File: config.mk
export PLATFORM = sky130hd
export DESIGN_NAME = sinc2_adc_filter
export DESIGN_NICKNAME = d
export VERILOG_FILES = /design/src/rtl/sinc2_pkg.sv /design/src/rtl/s2_scaler.sv /design/src/rtl/s2_integrators.sv /design/src/rtl/s2_window.sv /design/src/rtl/s2_diff_out.sv /design/src/rtl/sinc2_adc_filter.sv
export SDC_FILE = /design/constraint.sdc
export NUM_CORES = 1
export LEC_CHECK = 0
export BUFFER_PORTS_ARGS = -buffer_cell sky130_fd_sc_hd__buf_4
export CORE_MARGIN = 4
export CORE_UTILIZATION = 63
export DETAILED_ROUTE_END_ITERATION = 6
export GPL_TIMING_DRIVEN = 1
export HOLD_SLACK_MARGIN = 0.02
export PLACE_DENSITY = 0.87
export SLEW_MARGIN = 20
export SYNTH_ARGS = -nofsm -noshare
export SYNTH_HDL_FRONTEND = slang
export SYNTH_HIERARCHICAL = 1
export SYNTH_SLANG_ARGS = --single-unit
export TNS_END_PERCENT = 30
File: constraint.sdc
create_clock -name clk -period 5.5 [get_ports clk]
set_input_delay 0 -clock clk [delete_from_list [all_inputs] [get_ports clk]]
set_output_delay 0 -clock clk [all_outputs]
set_load 0.02 [all_outputs]
File: src/rtl/sinc2_pkg.sv
// sinc2_pkg: default sizing shared by the filter, its submodules and its checker.
// Assumes a code range whose span (MAX - MIN) fills the code field exactly.
package sinc2_pkg;
    localparam int MIN_ENOB_D = 6;
    localparam int MAX_ENOB_D = 13;
    localparam int OUT_W_D    = 32;
endpackage

File: src/rtl/s2_scaler.sv
// s2_scaler: weights the incoming bit by 2^(SPAN - code) so that all codes
// share one output shift. Assumes code <= SPAN.
module s2_scaler #(
    parameter int MIN_ENOB = sinc2_pkg::MIN_ENOB_D,
    parameter int MAX_ENOB = sinc2_pkg::MAX_ENOB_D,
    parameter int ACC_W    = 2 * MAX_ENOB - 1,
    parameter int CODE_W   = 3
) (
    input  logic              bit_in,
    input  logic [CODE_W-1:0] code,
    output logic [ACC_W-1:0]  step
);
    localparam int SPAN = MAX_ENOB - MIN_ENOB;

    logic [CODE_W-1:0] shamt;

    // Shift amount shrinks as resolution grows.
    always_comb begin
        shamt = CODE_W'(SPAN) - code;
        step  = bit_in ? (ACC_W'(1) << shamt) : '0;
    end
endmodule

File: src/rtl/s2_integrators.sv
// s2_integrators: two cascaded accumulators that wrap modulo 2^ACC_W. The second
// adds the first's pre-update value; dump empties the second after its sum is taken.
module s2_integrators #(
    parameter int ACC_W = 25
) (
    input  logic             clk,
    input  logic             rst_n,
    input  logic             clear,
    input  logic             dump,
    input  logic [ACC_W-1:0] step,
    output logic [ACC_W-1:0] win_sum
);
    logic [ACC_W-1:0] acc1;
    logic [ACC_W-1:0] acc2;

    // Sum presented to the difference stage on a dump clock.
    assign win_sum = acc2 + acc1;

    // Accumulator update with clear priority over dump.
    always_ff @(posedge clk) begin
        if (!rst_n || clear) begin
            acc1 <= '0;
            acc2 <= '0;
        end else begin
            acc1 <= acc1 + step;
            acc2 <= dump ? '0 : win_sum;
        end
    end
endmodule

File: src/rtl/s2_window.sv
// s2_window: counts the decimation window of 2^(MIN_ENOB-1+code) clocks and
// pulses dump on its last clock. Assumes the longest window fits in CNT_W bits.
module s2_window #(
    parameter int MIN_ENOB = sinc2_pkg::MIN_ENOB_D,
    parameter int CNT_W    = 12,
    parameter int CODE_W   = 3
) (
    input  logic              clk,
    input  logic              rst_n,
    input  logic              clear,
    input  logic [CODE_W-1:0] code,
    output logic              dump
);
    logic [CNT_W-1:0] cnt;
    logic [CNT_W-1:0] last;

    // Terminal count for the current code.
    always_comb begin
        last = CNT_W'((1 << (MIN_ENOB - 1 + int'(code))) - 1);
        dump = (cnt == last) && !clear;
    end

    // Window position, restarted by clear or at window end.
    always_ff @(posedge clk) begin
        if (!rst_n || clear || dump) cnt <= '0;
        else                         cnt <= cnt + 1'b1;
    end
endmodule

File: src/rtl/s2_diff_out.sv
// s2_diff_out: forms the window-to-window difference, rounds it by a fixed
// shift, and holds the result with a ready flag. Assumes OUT_W >= sample width.
module s2_diff_out #(
    parameter int ACC_W    = 25,
    parameter int ROUND_SH = 11,
    parameter int OUT_W    = sinc2_pkg::OUT_W_D
) (
    input  logic             clk,
    input  logic             rst_n,
    input  logic             clear,
    input  logic             dump,
    input  logic             rd_en,
    input  logic [ACC_W-1:0] win_sum,
    output logic [OUT_W-1:0] result,
    output logic             ready
);
    localparam int SAMP_W = ACC_W + 1 - ROUND_SH;

    logic [ACC_W-1:0]  diff_q;
    logic [ACC_W-1:0]  delta;
    logic [ACC_W:0]    biased;
    logic [SAMP_W-1:0] sample;

    // Wrapping difference, then add half an LSB and shift.
    always_comb begin
        delta  = win_sum - diff_q;
        biased = {1'b0, delta} + (ACC_W + 1)'(1 << (ROUND_SH - 1));
        sample = biased[ACC_W:ROUND_SH];
    end

    // Stored difference follows each window sum.
    always_ff @(posedge clk) begin
        if (!rst_n || clear) diff_q <= '0;
        else if (dump)       diff_q <= win_sum;
    end

    // Result word held between windows.
    always_ff @(posedge clk) begin
        if (!rst_n)    result <= '0;
        else if (dump) result <= {{(OUT_W - SAMP_W){1'b0}}, sample};
    end

    // Ready: clear beats a new result, which beats a read.
    always_ff @(posedge clk) begin
        if (!rst_n || clear) ready <= 1'b0;
        else if (dump)       ready <= 1'b1;
        else if (rd_en)      ready <= 1'b0;
    end
endmodule

File: src/rtl/sinc2_adc_filter.sv
// sinc2_adc_filter: resolution-selectable sinc2 decimator for a one-bit stream.
// Assumes res_code is synchronous to clk; a changed code restarts the conversion.
module sinc2_adc_filter #(
    parameter int MIN_ENOB = sinc2_pkg::MIN_ENOB_D,
    parameter int MAX_ENOB = sinc2_pkg::MAX_ENOB_D,
    parameter int OUT_W    = sinc2_pkg::OUT_W_D
) (
    input  logic             clk,
    input  logic             rst_n,
    input  logic             bit_in,
    input  logic [2:0]       res_code,
    input  logic             rd_en,
    output logic [OUT_W-1:0] result,
    output logic             ready
);
    localparam int CODE_W   = 3;
    localparam int ACC_W    = 2 * MAX_ENOB - 1;
    localparam int CNT_W    = MAX_ENOB - 1;
    localparam int ROUND_SH = MAX_ENOB - 2;

    logic [CODE_W-1:0] code_q;
    logic              chg;
    logic              dump;
    logic [ACC_W-1:0]  step;
    logic [ACC_W-1:0]  win_sum;

    assign chg = (res_code != code_q);

    // Code in use; a difference triggers a one-clock restart.
    always_ff @(posedge clk) begin
        if (!rst_n) code_q <= '0;
        else        code_q <= res_code;
    end

    s2_scaler #(.MIN_ENOB(MIN_ENOB), .MAX_ENOB(MAX_ENOB), .ACC_W(ACC_W), .CODE_W(CODE_W)) u_scale (
        .bit_in(bit_in), .code(code_q), .step(step)
    );

    s2_window #(.MIN_ENOB(MIN_ENOB), .CNT_W(CNT_W), .CODE_W(CODE_W)) u_win (
        .clk(clk), .rst_n(rst_n), .clear(chg), .code(code_q), .dump(dump)
    );

    s2_integrators #(.ACC_W(ACC_W)) u_int (
        .clk(clk), .rst_n(rst_n), .clear(chg), .dump(dump), .step(step), .win_sum(win_sum)
    );

    s2_diff_out #(.ACC_W(ACC_W), .ROUND_SH(ROUND_SH), .OUT_W(OUT_W)) u_out (
        .clk(clk), .rst_n(rst_n), .clear(chg), .dump(dump), .rd_en(rd_en),
        .win_sum(win_sum), .result(result), .ready(ready)
    );
endmodule

==> out/metrics.yaml <==
routing:
  dr.pass1.iters: 5
  dr_total_vias: 7090
  wl_per_cell_um: 15.72
  wirelength_um: 18530
  drtAntennaViolNets: 0
  drt_iter0_drc: 458
  viasPerCell: 6.014
  route.detailed.drc: 0
yosys:
  syn_area_mm2: 0.008432
  ys_ff_latch: 106
  ys.flop_type: "dfxtp_1"
  synthArstFlopShare_pct: 0
  yosys_warnings: 6
  synth_area_leader_cell: "dfxtp_1"
  synth.top_cell.area_share_pct: 25.17
  ys_types: 101
  syn_inst: 995
  ys_seq_area_share_pct: 25.17
  synth_edf_count: 0
  avgSynthCellArea_um2: 8.474
  synthTopCellsByArea: "dfxtp_1 25%, ha_1 11%, xnor2_1 4.7%, mux2i_1 4.3%, nor2_1 4.1%"
clocking:
  root_buffer: "clkbuf_16"
  cts_htree_levels: 3
  cts.sinks: 106
  cts_made_buffers: 9
  cts-resized-gates: 0
  ctsHoldBuffers: 8
  cts_setup_buffers: 0
  cts_tree: "done"
  path_clk_slew_ns: 0.08
  clk_latency_ns: 0.36
  cts_buffer_depth: 2
global_route:
  grt_usage_pct: 25.23
  grt_overflow: 0
  grt_max_degree: 60
  grt_pass1_vias: 6729
  grt_pass1_wl_um: 31230
  antenna_found_initial: 0
floorplanning:
  fp.dieW_um: 123.7
  fp.dieH_um: 123.7
  io-pin-count: 40
  rows: 42
  core-area_mm2: 0.01319
  initial_core_util_pct: 63.93
  die_area_mm2: 0.01530
timing:
  hold_ws_ns: 0.2152
  min_period_over_period_pct: 87.22
  tns_ns: 0
  setup_violations: 0
  tightestPinTransition_ns: 1.082
  rsz0062_at_grt: "no"
  finalCriticalPeriod_ns: 4.797
  fmax_mhz: 208.4
  finalHoldViolCount: 0
  fin_skew_ns: 0.007782
  slew-limit-headroom_pct: 27.75
  drv_slew: 0
worst_setup_path:
  worst-r2r-setup-slack_ns: 0.70
  cp_cell_sequence: "ha_1, a211oi_2, o21bai_1, a211oi_2, o21ai_1, xor2_1, ha_1, and4_1, and2_1, a211o_1, xor2_1, nand4_1, or3_1, nand3_1, a21oi_1"
  crit_path_end_kind: "flop"
  worstSetupPathType: "flop to flop"
  endpoint: "u_out/result[7]"
  path_delay_family: "compound AO/OA/AOI/OAI gates"
  r2r_end: "u_out/result[7]"
  r2r-start: "u_int/acc1[1]"
  reg2reg_depth: 15
  max_stage_delay_ns: 0.44
  crit_fanout: 7
  critPathLaunch: "u_int/acc1[1]"
  crit_buf_inv: 0
  crit_slowest_cell: "dfxtp_1"
  startpoint_type: "flop"
  cp.arrival_ns: 5.04
  worst-path-stages: 15
  cp.required_ns: 5.74
final_layout:
  drive_gt1_share_pct: 10.77
  final_common_cell: "dfxtp_1"
  finalNonFillerCells: 1179
  area_delta_synth_final_pct: 5.639
  fin_util_pct: 67.53
  nNetsFinal: 1081
  antenna_cells: 0
  final_cell_mix: "106 x dfxtp_1, 93 x nor2_1, 74 x ha_1"
run:
  max_cap_viol_count: 0
power:
  ir_drop_v: 0.0001737
  p_leak_nw: 3.595
  powerDensity_mw_per_mm2: 200.9
  total_power_mw: 1.789
outcome:
  status: "finished clean"
placed_design:
  place_congestion: 0.9439
  dp.cells: 1155
  io_buffers: 22
  hpwl_um: 13860
min_path:
  min_path_type: "input pin to flop"
==> metrics by stage <==
step	area, um2	worst slack, ns
final	8907	0.7026
after global routing	8907	0.3582
after CTS	8896	0.7445
after detailed placement	8521	0.8305
after global placement	8521	0.8666
after floorplan	8556	1.190
==> Yosys cell counts, types with 4 or more instances <==
cell	count
a211o_1	4
a211oi_1	9
a211oi_2	9
a21o_1	14
a21oi_1	67
a21oi_2	6
a31oi_1	8
and2_1	27
and3_1	6
and4_1	4
buf_2	9
buf_4	35
buf_6	4
clkbuf_1	23
dfxtp_1	106
ha_1	74
inv_1	39
mux2i_1	36
nand2_1	66
nand2b_1	14
nand3_1	19
nand3b_1	6
nand4_1	19
nor2_1	93
nor2b_1	5
nor3_1	20
nor4_1	5
o211a_1	4
o211ai_1	10
o21a_1	15
o21ai_0	32
o21ai_1	13
o21ai_2	5
o21bai_1	6
o31a_1	4
o31ai_1	4
or2_2	4
or3_1	13
xnor2_1	45
xor2_1	27
==> registers in the layout (all words and copies together), names as in the netlist <==
| name | cells |
|---|---|
| u_int/acc1 | 25 |
| u_int/acc2 | 25 |
| u_out/diff_q | 25 |
| u_out/result | 15 |
| u_win/cnt | 12 |
| code_q | 3 |
| u_out/ready | 1 |
==> worst min path at each step <==
stage,from,endpoint,slack (ns),cells past startpoint
after floorplan,res_code[0],code_q[0],0.12,1
after global placement,res_code[0],code_q[0],0.22,2
after detailed placement,res_code[0],code_q[0],0.22,2
after CTS,bit_in,u_int/acc1[0],0.20,4
after global routing,bit_in,u_int/acc1[0],0.27,4
final,bit_in,u_int/acc1[0],0.22,4
==> metal layers <==
| layer | share of wire (%) | GRT usage [%] |
|---|---|---|
| met1 | 45 | 32.70 |
| met5 | 0 | 0 |
| met4 | 3.0 | 10.66 |
| met2 | 47 | 41.77 |
| met3 | 4.7 | 3.906 |
==> cell families after synthesis <==
group | count (synthesis) | synth area share, %
adders and majority gates | 76 | 11.46
muxes | 37 | 4.407
AOI/OAI and AO/OA | 251 | 22.10
xor gates and xnor gates | 73 | 7.672
and+or+nand+nor | 334 | 21.87
DFF | 106 | 25.17
other | 3 | 0.1335
buffers and inverters | 115 | 7.197
==> final cells by class <==
type,instances,area (um2)
fillers,1022,4283
inverters,40,150.1
flip-flops and latches,106,2122
well taps,176,220.2
clock inverters,7,70.07
multi-input cells,807,5844
repair buffers,34,275.3
clock buffers,9,225.2
==> worst reg2reg max path, stage by stage (launching register included) <==
cell and delay [ns]:
dfxtp_1 0.44, ha_1 0.30, a211oi_2 0.28, o21bai_1 0.17
a211oi_2 0.43, o21ai_1 0.16, xor2_1 0.33, ha_1 0.38
and4_1 0.24, and2_1 0.20, a211o_1 0.38, xor2_1 0.40
nand4_1 0.36, or3_1 0.44, nand3_1 0.09, a21oi_1 0.08
==> power breakdown <==
group	internal, mW	switching (mW)
Combinational	0.143	0.221
Clock	0.321	0.322
Sequential	0.773	0.00983
Total	1.24	0.553
(Power assumes the default switching activity.)
